$ cat src/rtl/legwin_pkg.sv
package legwin_pkg;

  localparam int NUM_PIECES  = 12;
  localparam int NUM_SEG     = NUM_PIECES + 1;
  localparam int PIECE_BYTES = 16384;
  localparam int PIECE_SHIFT = $clog2(PIECE_BYTES);
  localparam int PIECE_IDX_W = $clog2(NUM_PIECES);

  localparam logic [31:0] WIN_BASE    = 32'h000A_0000;
  localparam logic [31:0] LOW_BASE    = 32'h000C_0000;
  localparam logic [31:0] TOP_BASE    = 32'h000F_0000;
  localparam logic [31:0] LEGACY_END  = 32'h0010_0000;

  localparam logic [7:0] OFF_TOP_ATTR = 8'h59;
  localparam logic [7:0] OFF_LOW_ATTR = 8'h5A;
  localparam logic [7:0] OFF_SMM_CTRL = 8'h72;
  localparam int         SMM_GATE_BIT  = 3;
  localparam int         SMM_FORCE_BIT = 6;

  typedef enum logic [1:0] {
    TGT_RAM = 2'd0,
    TGT_ROM = 2'd1,
    TGT_PCI = 2'd2
  } tgt_e;

  typedef struct packed {
    logic [NUM_SEG-1:0][1:0] segAttr;
    logic                    winOpen;
  } cfgView_t;

  function automatic tgt_e attrToTgt(input logic [1:0] attr);
    case (attr)
      2'd3:    return TGT_RAM;
      2'd1:    return TGT_ROM;
      default: return TGT_PCI;
    endcase
  endfunction

endpackage

$ cat src/rtl/legwin_cfg_ctrl.sv
module legwin_cfg_ctrl
  import legwin_pkg::*;
(
  input  logic        clk,
  input  logic        rstN,
  input  logic        cfgWrEn,
  input  logic [7:0]  cfgAddr,
  input  logic [3:0]  cfgByteEn,
  input  logic [31:0] cfgWrData,
  input  logic        smmMode,
  output cfgView_t    cfgView
);

  logic [NUM_SEG-1:0][1:0] segAttr;

  // One 2-bit field per segment; each knows its byte offset and bit slot.
  for (genvar s = 0; s < NUM_SEG; s++) begin : g_seg
    localparam logic [7:0] BYTE_OFF = (s == 0) ? OFF_TOP_ATTR
                                    : 8'(int'(OFF_LOW_ATTR) + (s - 1) / 2);
    localparam int BIT_LO = (s == 0) ? 4 : (((s - 1) % 2) == 0 ? 0 : 4);
    localparam int LANE   = int'(BYTE_OFF[1:0]);

    logic       laneHit;
    logic [1:0] fieldQ;

    assign laneHit = cfgWrEn && (cfgAddr[7:2] == BYTE_OFF[7:2]) && cfgByteEn[LANE];

    always_ff @(posedge clk) begin
      if (!rstN)        fieldQ <= 2'd0;
      else if (laneHit) fieldQ <= cfgWrData[LANE*8 + BIT_LO +: 2];
    end

    assign segAttr[s] = fieldQ;
  end

  localparam int SMM_LANE = int'(OFF_SMM_CTRL[1:0]);

  logic smmHit, smmGateQ, smmForceQ;

  assign smmHit = cfgWrEn && (cfgAddr[7:2] == OFF_SMM_CTRL[7:2]) && cfgByteEn[SMM_LANE];

  // Reset byte value 0x02 leaves both window bits clear.
  always_ff @(posedge clk) begin
    if (!rstN) begin
      smmGateQ  <= 1'b0;
      smmForceQ <= 1'b0;
    end else if (smmHit) begin
      smmGateQ  <= cfgWrData[SMM_LANE*8 + SMM_GATE_BIT];
      smmForceQ <= cfgWrData[SMM_LANE*8 + SMM_FORCE_BIT];
    end
  end

  assign cfgView.segAttr = segAttr;
  assign cfgView.winOpen = (smmMode && smmGateQ) || smmForceQ;

  // attributes move only after a configuration write
  a_r5_attr_hold: assert property (@(posedge clk) disable iff (!rstN)
    !cfgWrEn |=> $stable(segAttr));

  // force bit alone opens the window
  a_r6_force_open: assert property (@(posedge clk) disable iff (!rstN)
    (smmHit && cfgWrData[SMM_LANE*8 + SMM_FORCE_BIT]) |=> cfgView.winOpen);

endmodule

$ cat src/rtl/legwin_addr_dp.sv
module legwin_addr_dp
  import legwin_pkg::*;
#(
  parameter int ADDR_W = 32
) (
  input  logic              clk,
  input  logic              rstN,
  input  cfgView_t          cfgView,
  input  logic              accValid,
  input  logic [ADDR_W-1:0] accAddr,
  input  logic              accWrite,
  input  logic [ADDR_W-1:0] topOfMem,
  output logic              rspValid,
  output tgt_e              rspTarget,
  output logic              rspWrBlock
);

  localparam logic [ADDR_W-1:0] A_WIN = ADDR_W'(WIN_BASE);
  localparam logic [ADDR_W-1:0] A_LOW = ADDR_W'(LOW_BASE);
  localparam logic [ADDR_W-1:0] A_TOP = ADDR_W'(TOP_BASE);
  localparam logic [ADDR_W-1:0] A_END = ADDR_W'(LEGACY_END);

  logic                   inTop, inLow, inWin;
  logic [ADDR_W-1:0]      lowOffs;
  logic [PIECE_IDX_W-1:0] pieceNum;
  logic [1:0]             pieceAttr;
  tgt_e                   tgtNext;

  assign inTop    = (accAddr >= A_TOP) && (accAddr < A_END);
  assign inLow    = (accAddr >= A_LOW) && (accAddr < A_TOP);
  assign inWin    = (accAddr >= A_WIN) && (accAddr < A_LOW);
  assign lowOffs  = accAddr - A_LOW;
  assign pieceNum = lowOffs[PIECE_SHIFT +: PIECE_IDX_W];

  always_comb begin
    pieceAttr = 2'd0;
    for (int k = 0; k < NUM_PIECES; k++) begin
      if (pieceNum == PIECE_IDX_W'(k)) pieceAttr = cfgView.segAttr[k+1];
    end
  end

  always_comb begin
    if (inTop)      tgtNext = attrToTgt(cfgView.segAttr[0]);
    else if (inLow) tgtNext = attrToTgt(pieceAttr);
    else if (inWin) tgtNext = cfgView.winOpen ? TGT_RAM : TGT_PCI;
    else            tgtNext = (accAddr < topOfMem) ? TGT_RAM : TGT_PCI;
  end

  always_ff @(posedge clk) begin
    if (!rstN) begin
      rspValid   <= 1'b0;
      rspTarget  <= TGT_PCI;
      rspWrBlock <= 1'b0;
    end else begin
      rspValid <= accValid;
      if (accValid) begin
        rspTarget  <= tgtNext;
        rspWrBlock <= accWrite && (tgtNext == TGT_ROM);
      end else begin
        rspWrBlock <= 1'b0;
      end
    end
  end

  // one-cycle result
  a_r1_latency: assert property (@(posedge clk) disable iff (!rstN)
    accValid |=> rspValid);
  a_r1_idle: assert property (@(posedge clk) disable iff (!rstN)
    !accValid |=> !rspValid);

  // read-only top segment yields read-only target
  a_r3_top_rom: assert property (@(posedge clk) disable iff (!rstN)
    (accValid && inTop && cfgView.segAttr[0] == 2'd1) |=> rspTarget == TGT_ROM);

  // closed window forwards to PCI
  a_r6_closed: assert property (@(posedge clk) disable iff (!rstN)
    (accValid && inWin && !cfgView.winOpen) |=> rspTarget == TGT_PCI);

  // block flag only on a read-only result
  a_r9_block: assert property (@(posedge clk) disable iff (!rstN)
    rspWrBlock |-> (rspValid && rspTarget == TGT_ROM));

endmodule

$ cat src/rtl/legwin_decoder.sv
module legwin_decoder
  import legwin_pkg::*;
#(
  parameter int ADDR_W = 32
) (
  input  logic              clk,
  input  logic              rstN,
  input  logic              cfgWrEn,
  input  logic [7:0]        cfgAddr,
  input  logic [3:0]        cfgByteEn,
  input  logic [31:0]       cfgWrData,
  input  logic              smmMode,
  input  logic [ADDR_W-1:0] topOfMem,
  input  logic              accValid,
  input  logic [ADDR_W-1:0] accAddr,
  input  logic              accWrite,
  output logic              rspValid,
  output logic [1:0]        rspTarget,
  output logic              rspWrBlock
);

  cfgView_t cfgView;
  tgt_e     tgtQ;

  legwin_cfg_ctrl u_ctrl (
    .clk       (clk),
    .rstN      (rstN),
    .cfgWrEn   (cfgWrEn),
    .cfgAddr   (cfgAddr),
    .cfgByteEn (cfgByteEn),
    .cfgWrData (cfgWrData),
    .smmMode   (smmMode),
    .cfgView   (cfgView)
  );

  legwin_addr_dp #(.ADDR_W(ADDR_W)) u_dp (
    .clk        (clk),
    .rstN       (rstN),
    .cfgView    (cfgView),
    .accValid   (accValid),
    .accAddr    (accAddr),
    .accWrite   (accWrite),
    .topOfMem   (topOfMem),
    .rspValid   (rspValid),
    .rspTarget  (tgtQ),
    .rspWrBlock (rspWrBlock)
  );

  assign rspTarget = tgtQ;

endmodule

$ cat config.mk
export PLATFORM = sky130hd
export DESIGN_NAME = legwin_decoder
export DESIGN_NICKNAME = d
export VERILOG_FILES = /design/src/rtl/legwin_pkg.sv /design/src/rtl/legwin_cfg_ctrl.sv /design/src/rtl/legwin_addr_dp.sv /design/src/rtl/legwin_decoder.sv
export SDC_FILE = /design/constraint.sdc
export NUM_CORES = 1
export LEC_CHECK = 0
export ABC_AREA = 0
export ABC_CLOCK_PERIOD_IN_PS = 1900
export BUFFER_PORTS_ARGS = -buffer_cell sky130_fd_sc_hd__buf_4
export CAP_MARGIN = 10
export CORE_MARGIN = 2
export CORE_UTILIZATION = 40
export DETAILED_ROUTE_END_ITERATION = 8
export HOLD_SLACK_MARGIN = 0.05
export PLACE_DENSITY_LB_ADDON = 0.12
export SLEW_MARGIN = 20
export SYNTH_ARGS = -nofsm -noshare
export SYNTH_HDL_FRONTEND = slang
export SYNTH_HIERARCHICAL = 1
export SYNTH_SLANG_ARGS = --single-unit
$ cat constraint.sdc
create_clock -name clk -period 1.9 [get_ports clk]
set_clock_uncertainty 0.2 [all_clocks]
set_input_delay 0.19 -clock clk [delete_from_list [all_inputs] [get_ports clk]]
set_output_delay 0.19 -clock clk [all_outputs]
set_load 0.02 [all_outputs]
==> results.yml, run 1 <==
outcome:
  status: "finished clean"
die:
  coreArea_um2: 5920
  ios: 118
  die_h_um: 82.2
  start_util: 0.413
  die_area_um2: 6760
  die_w_um: 82.2
  num_rows: 28
clock_network:
  post-cts-setup-buffers: 0
  cts_buffers: 5
  clk_pin_slew_ns: 0.06
  htreeDepth: 2
  ctsLongestPathBuffers: 2
  worstSkewPairLatency_ns: 0.28
  cts-root-buf: "clkbuf_8"
  cts.sinks: 32
  cts_tree: "yes"
power:
  p_per_area_nw_per_um2: 462
  ir_drop_v: 0.000469
  p_leak_nw: 1.75
  finalPower_mw: 1.68
worst_setup_path:
  cp_top_family: "multiplexers"
  ff2ff_path_depth: 5
  required_ns: 1.86
  worst_setup_path_start_kind: "flip-flop"
  arrival_ns: 1.70
  cpMaxStageDelayCell: "mux4_1"
  cpPeakStageDelay_ns: 0.52
  worstPathCellList: "mux4_1, mux2i_1, o21ai_1, o2111ai_1, nand2_1"
  crit_path_max_fanout: 2
  path_depth: 5
  cp.buffers_inverters: 0
  critPathCaptureType: "flip-flop"
  r2r_setup_slack_ns: 0.16
  crit_type: "reg -> reg"
detailed_routing:
  via_count: 2406
  drc: 0
  detail_route.wl_per_cell_um: 12.7
  dr.pass1.iters: 4
  final_antenna_net_count: 0
  finalWirelength_um: 6170
  drt_iter0_drc: 49
  viasPerCell: 4.96
global_routing:
  grt-ovfl-total: 0
  grt_pass1_wl_um: 10000
  gr-usage-all-layers: 0.190
  first_global_vias: 2361
  grt_max_degree: 37
  antenna_found_initial: 0
placement:
  placedCellCount: 456
  gp_congestion: 0.799
  pre_cts_slack_ns: -0.196
  dp_hpwl_um: 4950
  io_buffers: 101
sta:
  period_share: 0.917
  worstMarginPinSlew_ns: 0.390
  rsz0062_at_grt: "false"
  finalMaxSlewViolations: 0
  setup_viol: 0
  hold_viol_final: 0
  slew_headroom: 0.738
  finalWorstSetupSlack_ns: 0.158
  min_period_ns: 1.74
  max_freq_mhz: 574
logic_synthesis:
  synth_warnings: 6
  async_flop_share: 0
  synth_area_um2: 2450
  syn_avg_cell_area_um2: 8.74
  synth_cells: 280
  synth_ff_type: "dfxtp_1"
  yosysUniqueCellTypes: 46
  synth_edf_count: 0
  synthesis.nets: 425
  yosys_register_bits: 32
  seq_area_frac_synth: 0.262
final_layout:
  final_layout_size_suffix_gt1_frac: 0.317
  utilization: 0.612
  antennaDiodeCount: 0
  nets: 555
  fin_cells: 485
  fillCellCount: 549
  syn_to_final_growth_pct: 48.1
job:
  cap_violations: 0
hold_path:
  hold_path_class: "in -> reg"
  min_path_cells: 3
==> layer usage <==
layer	global-route usage	part of all wire	vias up
li1	-	-	1243
met1	0.208	0.41	1086
met2	0.364	0.52	68
met3	0.0359	0.060	9
met4	0.0583	0.013	0
met5	0	0	-
==> worst min-delay path, delay by kind of cell <==
family | cells | cell delay, ns
muxes | 1 | 0.05
and+or+nand+nor | 1 | 0.10
buffers and inverters | 1 | 0.22
==> where the power goes <==
group | internal, mW | switching [mW]
Combinational | 0.259 | 0.183
Clock | 0.322 | 0.233
Sequential | 0.675 | 0.00253
Total | 1.26 | 0.419
==> placed cells by master (no fill, tap or decap), types with 5 or more instances in the layout <==
cell type	Yosys	final
nand2_1	54	54
ha_1	31	31
a21oi_1	12	12
dfxtp_1	32	32
buf_4	0	108
nand4_1	5	5
inv_1	36	36
clkbuf_8	1	7
mux2i_1	30	30
dlygate4sd3_1	0	22
nor2_1	10	10
o21ai_0	13	11
==> timing repair <==
item | 4_1_cts | 5_1_grt
endpoints found under the setup margin | 0 | 1
endpoints found under the hold margin | 31 | 0
hold buffers | 22 | 0
resized for setup | 0 | 3
==> per-stage QoR <==
step | setup TNS [ns] | hold WS [ns] | cell area [µm²]
finish | 0 | 0.142 | 3620
global route | 0 | 0.152 | 3620
CTS | 0 | 0.137 | 3620
detailed placement | -0.196 | 0.211 | 3310
global placement | -0.152 | 0.207 | 3310
floorplan | 0 | 0.102 | 2450
==> flip-flops by register name (all words and copies together) (netlist names) <==
| signal | flops |
|---|---|
| u_ctrl/g_seg.fieldQ | 26 |
| u_dp/rspTarget | 2 |
| u_ctrl/smmForceQ | 1 |
| u_ctrl/smmGateQ | 1 |
| u_dp/rspValid | 1 |
| u_dp/rspWrBlock | 1 |
==> path summary, 6_finish.rpt <==
path                              from                         to
min                               rstN  u_ctrl/g_seg[7].fieldQ[0]
max          u_ctrl/g_seg[2].fieldQ[0]          u_dp/rspTarget[0]
min reg2reg  u_ctrl/g_seg[5].fieldQ[0]  u_ctrl/g_seg[5].fieldQ[0]
max reg2reg  u_ctrl/g_seg[2].fieldQ[0]          u_dp/rspTarget[0]
==> layout make-up <==
| cell class | count | area [µm²] | area share |
|---|---|---|---|
| timing repair buffer | 130 | 1030 | 0.284 |
| tap | 75 | 93.8 | 0.0259 |
| inverter | 36 | 135 | 0.0373 |
| clock buffer | 7 | 96.3 | 0.0266 |
| multi-input combinational | 205 | 1630 | 0.449 |
| sequential | 32 | 641 | 0.177 |
==> cell families (layout without fill, tap and decap cells) <==
| family | Yosys count | count (layout) | synth area share |
|---|---|---|---|
| and+or+nand+nor | 99 | 99 | 0.232 |
| buffers and inverters | 43 | 173 | 0.0736 |
| DFF | 32 | 32 | 0.262 |
| muxes | 36 | 36 | 0.179 |
| AOI/OAI and AO/OA | 39 | 39 | 0.0951 |
| adders and majority gates | 31 | 31 | 0.158 |
==> Yosys cell counts, types with 2 or more instances <==
library cell,count,area share
nor3_4,3,0.020
nor2_1,10,0.015
a21oi_1,12,0.025
nand2_1,54,0.083
and4_1,2,0.0072
dfxtp_1,32,0.26
nor3b_1,2,0.0061
a211oi_1,3,0.0092
nand4b_1,2,0.0072
ha_1,31,0.16
mux2i_1,30,0.12
nand4_1,5,0.013
nor2_2,3,0.0077
nor3_1,2,0.0041
inv_1,36,0.055
buf_1,4,0.0061
o21ai_0,13,0.027
mux4_1,4,0.043
nand3b_1,2,0.0061
nor4_1,2,0.0051
nand3_1,3,0.0061
Note: power is estimated with default switching activity, not from simulation.
==> inputs of run 2 (changes only) <==
--- a/config.mk
+++ b/config.mk
@@ -5,7 +5,7 @@
 export SDC_FILE = /design/constraint.sdc
 export NUM_CORES = 1
 export LEC_CHECK = 0
-export ABC_AREA = 0
+export ABC_AREA = 1
 export ABC_CLOCK_PERIOD_IN_PS = 1900
 export BUFFER_PORTS_ARGS = -buffer_cell sky130_fd_sc_hd__buf_4
 export CAP_MARGIN = 10
==> results.yml, run 2 <==
logic_synthesis:
  netlist.area_leader.share: 0.225
  yosysMostFrequentCell: "nand2_1"
  yosys_register_bits: 32
  async_flop_share: 0
  synth_warnings: 6
  synthesis.nets: 602
  synth_ff_type: "dfxtp_1"
  synth_area_um2: 2850
  synth_edf_count: 0
  seq_area_frac_synth: 0.225
  yosysUniqueCellTypes: 34
  synth_cells: 457
  yosys.area.top_type: "dfxtp_1"
  yosys-top-cells-count: "nand2_1 (107), inv_1 (98), nor2_1 (72)"
  syn_avg_cell_area_um2: 6.23
  synthTopCellsByArea: "dfxtp_1 (22%), nand2_1 (14%), ha_1 (14%)"
outcome:
  status: "finished clean"
clock_network:
  htreeDepth: 2
  cts_buffers: 5
  hold_buffers: 21
  ctsLongestPathBuffers: 2
  cts-root-buf: "clkbuf_8"
  worstSkewPairLatency_ns: 0.29
  post-cts-setup-buffers: 0
  cts_tree: "yes"
  cts.sinks: 32
  cts-resized-gates: 0
  clk_pin_slew_ns: 0.07
die:
  die_h_um: 88.4
  start_util: 0.417
  num_rows: 30
  coreArea_um2: 6830
  die_area_um2: 7810
  die_w_um: 88.4
  ios: 118
worst_setup_path:
  path_depth: 12
  crit_start: "accAddr[31]"
  required_ns: 1.93
  ff2ff_path_depth: 12
  worstPathCellList: "buf_4, ha_1, nand2_1, nor2_1, nand4_1, nor4_1, o21ai_0, nand2_1, nand2_1, nand3_1, nand3_1, nand2_1"
  crit_type: "in -> reg"
  arrival_ns: 1.63
  r2r_start: "u_ctrl/g_seg[2].fieldQ[0]"
  r2r_setup_slack_ns: 0.33
  cpMaxStageDelayCell: "ha_1"
  crit_path_max_fanout: 3
  cp_top_family: "simple AND/OR/NAND/NOR gates"
  cp-endpoint: "u_dp/rspTarget[1]"
  worst_setup_path_start_kind: "input pin"
  crit_top_cell: "nand2_1"
  critPathCaptureType: "flip-flop"
  cp.buffers_inverters: 1
  r2r_end: "u_dp/rspTarget[0]"
  cpPeakStageDelay_ns: 0.28
power:
  pwr-share-seq: 0.394
  p_per_area_nw_per_um2: 428
  p_leak_nw: 2.22
  ir_drop_v: 0.000310
  power_frac_clock: 0.331
  p_comb_frac: 0.275
  p_sw_frac: 0.290
  internal-power_mw: 1.22
  finalPower_mw: 1.72
  p_switching_uw: 500
sta:
  finalWorstSetupSlack_ns: 0.298
  setup_viol: 0
  max_freq_mhz: 624
  min_period_ns: 1.60
  worstMarginPinSlew_ns: 0.381
  rsz0062_at_grt: "false"
  period_share: 0.843
  hold_viol_final: 0
  finalMaxSlewViolations: 0
  slew_headroom: 0.744
hold_path:
  hold_path_class: "in -> reg"
  min_path_cells: 4
global_routing:
  grt-ovfl-total: 0
  antenna_found_initial: 0
  grt_pass1_wl_um: 11300
  grt_max_degree: 32
  gr-usage-all-layers: 0.180
  first_global_vias: 2778
final_layout:
  layout_commonest_cell: "nand2_1"
  fillCellCount: 680
  nets: 729
  final_layout_size_suffix_gt1_frac: 0.256
  largest-register: "u_ctrl/g_seg.fieldQ"
  largest_reg_flops: 26
  reg.largest.list: "u_ctrl/g_seg.fieldQ: 26 flops, u_dp/rspTarget: 2 flops"
  antennaDiodeCount: 0
  final_cell_mix: "nand2_1 (107), buf_4 (104), inv_1 (98)"
  syn_to_final_growth_pct: 41.2
placement:
  pre_cts_slack_ns: -0.0621
  dp_hpwl_um: 5540
  io_buffers: 101
  gp_congestion: 0.832
detailed_routing:
  via_count: 3023
  final_antenna_net_count: 0
  finalWirelength_um: 6960
  drt_iter0_drc: 61
  detail_route.wl_per_cell_um: 10.2
  dr.pass1.iters: 4
  drc: 0
  viasPerCell: 4.44
job:
  cap_violations: 0
## run 2: cell types whose count changed after synthesis, sizes merged, moves of 3 or more
cell / change
mux4: -5
nor2: +68
o21ai: -8
nand4: +14
inv: +71
a21oi: +3
nand3: +24
mux2i: -30
nand4b: -3
nand2: +62
## run 2: routing by layer
metal  GRT usage  vias up  share of wire  wire length [µm]
met5           0        -              0                 0
met4      0.0468        0          0.013                87
met3      0.0373       10          0.074               515
met2       0.316       86           0.44              3060
met1       0.224     1267           0.47              3290
li1            -     1660              -                 -
## run 2: area by class of cell
type,count,area [µm²],area share
flip-flops and latches,32,641,0.159
well taps,96,120,0.0299
repair buffers,125,991,0.246
clock inverters,2,15.0,0.00373
multi-input cells,313,1770,0.440
inverters,107,402,0.0999
clock buffers,6,82.6,0.0205
## run 2: through the flow
step	util	hold WS, ns	area, µm²	TNS [ns]	cells
final	0.589	0.0544	4020	0	681
after global routing	0.589	0.0825	4020	0	681
after CTS	0.589	0.0508	4020	0	681
after detailed placement	0.544	0.220	3710	-0.0621	652
after global placement	0.544	0.211	3710	-0.0527	652
after floorplan	-	0.116	2850	0	457
## run 2: worst min-delay path by stage
stage                                endpoint  slack, ns           from
floorplan                     u_dp/rspWrBlock       0.12       accWrite
global placement             u_ctrl/smmForceQ       0.21  cfgWrData[22]
detailed placement  u_ctrl/g_seg[5].fieldQ[1]       0.22   cfgWrData[1]
CTS                 u_ctrl/g_seg[3].fieldQ[0]       0.05   cfgByteEn[3]
global route        u_ctrl/g_seg[3].fieldQ[0]       0.08   cfgByteEn[3]
finish              u_ctrl/g_seg[3].fieldQ[0]       0.05   cfgByteEn[3]
## run 2: power by group through the flow
stage          clock network (mW)  registers (mW)  logic (mW)
2_1_floorplan                   0           0.697       0.204
3_3_place_gp                    0           0.694       0.430
3_5_place_dp                    0           0.694       0.439
4_1_cts                     0.584           0.678       0.475
5_1_grt                     0.603           0.679       0.537
6_report                    0.571           0.678       0.473
## run 2: cell families (layout without fill, tap and decap cells)
kind of cell             after synthesis  in the layout  synth area share
flip-flops                            32             32             0.225
adder cells (fa/ha/maj)               31             31             0.136
AO/OA/AOI/OAI                         27             27            0.0549
AND/OR/NAND/NOR                      255            255             0.430
buffers and inverters                112            240             0.154
## run 2: worst register-to-register path, cell delays in order (launching register included)
cell and delay, ns:
dfxtp_1 0.32, nand3_1 0.07, nand2_1 0.05, nor2_1 0.11
nand2_1 0.06, nand2_1 0.07, nand4_2 0.07, a21oi_2 0.17
nand3_1 0.09, nand2_1 0.08, o21ai_2 0.06, nand2_2 0.07
nand2_2 0.05
==> inputs of run 3 (changes only) <==
--- a/config.mk
+++ b/config.mk
@@ -6,7 +6,7 @@
 export NUM_CORES = 1
 export LEC_CHECK = 0
 export ABC_AREA = 1
-export ABC_CLOCK_PERIOD_IN_PS = 1900
+export ABC_CLOCK_PERIOD_IN_PS = 1500
 export BUFFER_PORTS_ARGS = -buffer_cell sky130_fd_sc_hd__buf_4
 export CAP_MARGIN = 10
 export CORE_MARGIN = 2
==> constraint.sdc (replaced) <==
create_clock -name clk -period 1.5 [get_ports clk]
set_clock_uncertainty 0.2 [all_clocks]
set_input_delay 0.15 -clock clk [delete_from_list [all_inputs] [get_ports clk]]
set_output_delay 0.15 -clock clk [all_outputs]
set_load 0.02 [all_outputs]
==> results.yml, run 3 (synthesis results as in run 2) <==
global_routing:
  gr-usage-all-layers: 0.191
  grt-ovfl-total: 0
  grt_pass1_wl_um: 11900
  first_global_vias: 2809
  grt_max_degree: 25
  antenna_found_initial: 0
final_layout:
  fin_cells: 700
  nets: 748
  syn_to_final_growth_pct: 49.4
  final_layout_size_suffix_gt1_frac: 0.296
  layout_commonest_cell: "buf_4"
  reg.largest.list: "u_ctrl/g_seg.fieldQ: 26 flops, u_dp/rspTarget: 2 flops"
  largest-register: "u_ctrl/g_seg.fieldQ"
  antennaDiodeCount: 0
  utilization: 0.623
  fillCellCount: 677
  final_cell_mix: "buf_4 (119), nand2_1 (107), inv_1 (95)"
  largest_reg_flops: 26
sta:
  rsz0062_at_grt: "true"
  min_period_ns: 1.58
  slew_headroom: 0.716
  max_freq_mhz: 632
  finalMaxSlewViolations: 0
  period_share: 1.06
  setup_viol: 2
  worstMarginPinSlew_ns: 0.423
  finalWorstSetupSlack_ns: -0.0834
  finalHoldWorstSlack_ns: 0.0696
  hold_viol_final: 0
detailed_routing:
  via_count: 3159
  viasPerCell: 4.51
  drt_iter0_drc: 85
  final_antenna_net_count: 0
  drc: 0
  detail_route.wl_per_cell_um: 10.5
  finalWirelength_um: 7330
  dr.pass1.iters: 4
worst_setup_path:
  worst_setup_path_start_kind: "flip-flop"
  crit_top_cell: "nor2_1"
  cpMaxStageDelayCell: "dfxtp_1"
  critPathCaptureType: "flip-flop"
  crit_type: "reg -> reg"
  required_ns: 1.53
  arrival_ns: 1.62
  r2r_start: "u_ctrl/g_seg[4].fieldQ[1]"
  cpPeakStageDelay_ns: 0.31
  cp.buffers_inverters: 0
  ff2ff_path_depth: 10
  crit_start: "u_ctrl/g_seg[4].fieldQ[1]"
  r2r_setup_slack_ns: -0.08
  cp_top_family: "simple AND/OR/NAND/NOR gates"
  crit_path_max_fanout: 2
  r2r_end: "u_dp/rspWrBlock"
  worstPathCellList: "and3b_1, nor2_1, nand4_1, nor2_1, nand4_1, nor2_1, nand2_1, o21ai_2, nand2_2, nor2_2"
clock_network:
  cts.sinks: 32
  htreeDepth: 2
  cts_tree: "yes"
  cts_buffers: 5
  cts-root-buf: "clkbuf_8"
  clk_pin_slew_ns: 0.07
  ctsLongestPathBuffers: 2
  worstSkewPairLatency_ns: 0.29
die:
  coreArea_um2: 6830
  start_util: 0.417
  num_rows: 30
  ios: 118
  die_area_um2: 7810
  die_h_um: 88.4
  die_w_um: 88.4
hold_path:
  min_delay_worst_endpoint: "u_ctrl/g_seg[5].fieldQ[1]"
  hold_path_class: "in -> reg"
  min_path_cells: 4
  holdCritStartpoint: "cfgByteEn[0]"
power:
  ir_drop_v: 0.000674
  p_leak_nw: 2.32
  p_per_area_nw_per_um2: 549
placement:
  dp_hpwl_um: 5870
  io_buffers: 101
  gp_congestion: 0.827
  placedCellCount: 667
  pre_cts_slack_ns: -0.353
outcome:
  violations: "setup timing"
  status: "finished, violations left"
job:
  cap_violations: 0
## run 3: cell types whose count changed in the layout (fill, tap and decap cells not counted), sizes merged
cell / previous run / this run
dlygate4sd3: 21 / 25
bufinv: 0 / 1
buf: 104 / 119
clkinvlp: 2 / 0
clkinv: 0 / 1
## run 3: how the worst max path moves through the flow
stage                                    to  slack (ns)  cells past startpoint
after CTS                   u_dp/rspWrBlock       -0.09                     10
after global routing      u_dp/rspTarget[0]       -0.23                     12
after global placement    u_dp/rspTarget[1]       -0.26                     13
final                       u_dp/rspWrBlock       -0.08                     10
after floorplan           u_dp/rspTarget[1]      0.0001                     14
after detailed placement  u_dp/rspTarget[1]       -0.35                     13
## run 3: layer usage
metal	routed length, µm	track usage	vias up
met1	3210	0.225	1361
met5	0	0	-
met4	106	0.0592	0
met3	547	0.0354	8
met2	3460	0.349	89
li1	-	-	1701
## run 3: worst register-to-register path, delay by kind of cell (launching register included)
| family | cells | cell delay (ns) |
|---|---|---|
| simple gates | 9 | 0.95 |
| flops | 1 | 0.31 |
| compound gates | 1 | 0.06 |
## run 3: area by class of cell
type | instances | area, µm² | share of cell area
clock buffers | 6 | 72.6 | 0.0171
inverters | 107 | 404 | 0.0950
well taps | 96 | 120 | 0.0282
flip-flops and latches | 32 | 644 | 0.151
multi-input cells | 313 | 1840 | 0.431
clock inverters | 2 | 35.0 | 0.00823
repair buffers | 144 | 1140 | 0.269
## run 3: power breakdown
part | switching (mW) | leakage [nW] | internal, mW
logic | 0.296 | 2.01 | 0.357
clock network | 0.329 | 0.0552 | 0.493
registers | 0.00344 | 0.260 | 0.856
total | 0.628 | 2.32 | 1.71
## run 3: metrics by stage
step	area (µm²)	power [mW]	setup TNS [ns]
5_1_grt	4260	2.48	-0.572
2_1_floorplan	2880	1.15	0
3_3_place_gp	3860	1.46	-0.718
3_5_place_dp	3860	1.47	-0.850
4_1_cts	4240	2.36	-0.152
6_report	4260	2.33	-0.143
## run 3: timing repair
action,in CTS,in global routing
hold endpoints to repair,32,0
gates resized for setup,4,6
setup buffers,0,0
hold buffers,25,0
pin swaps,3,4
setup endpoints to repair,3,3
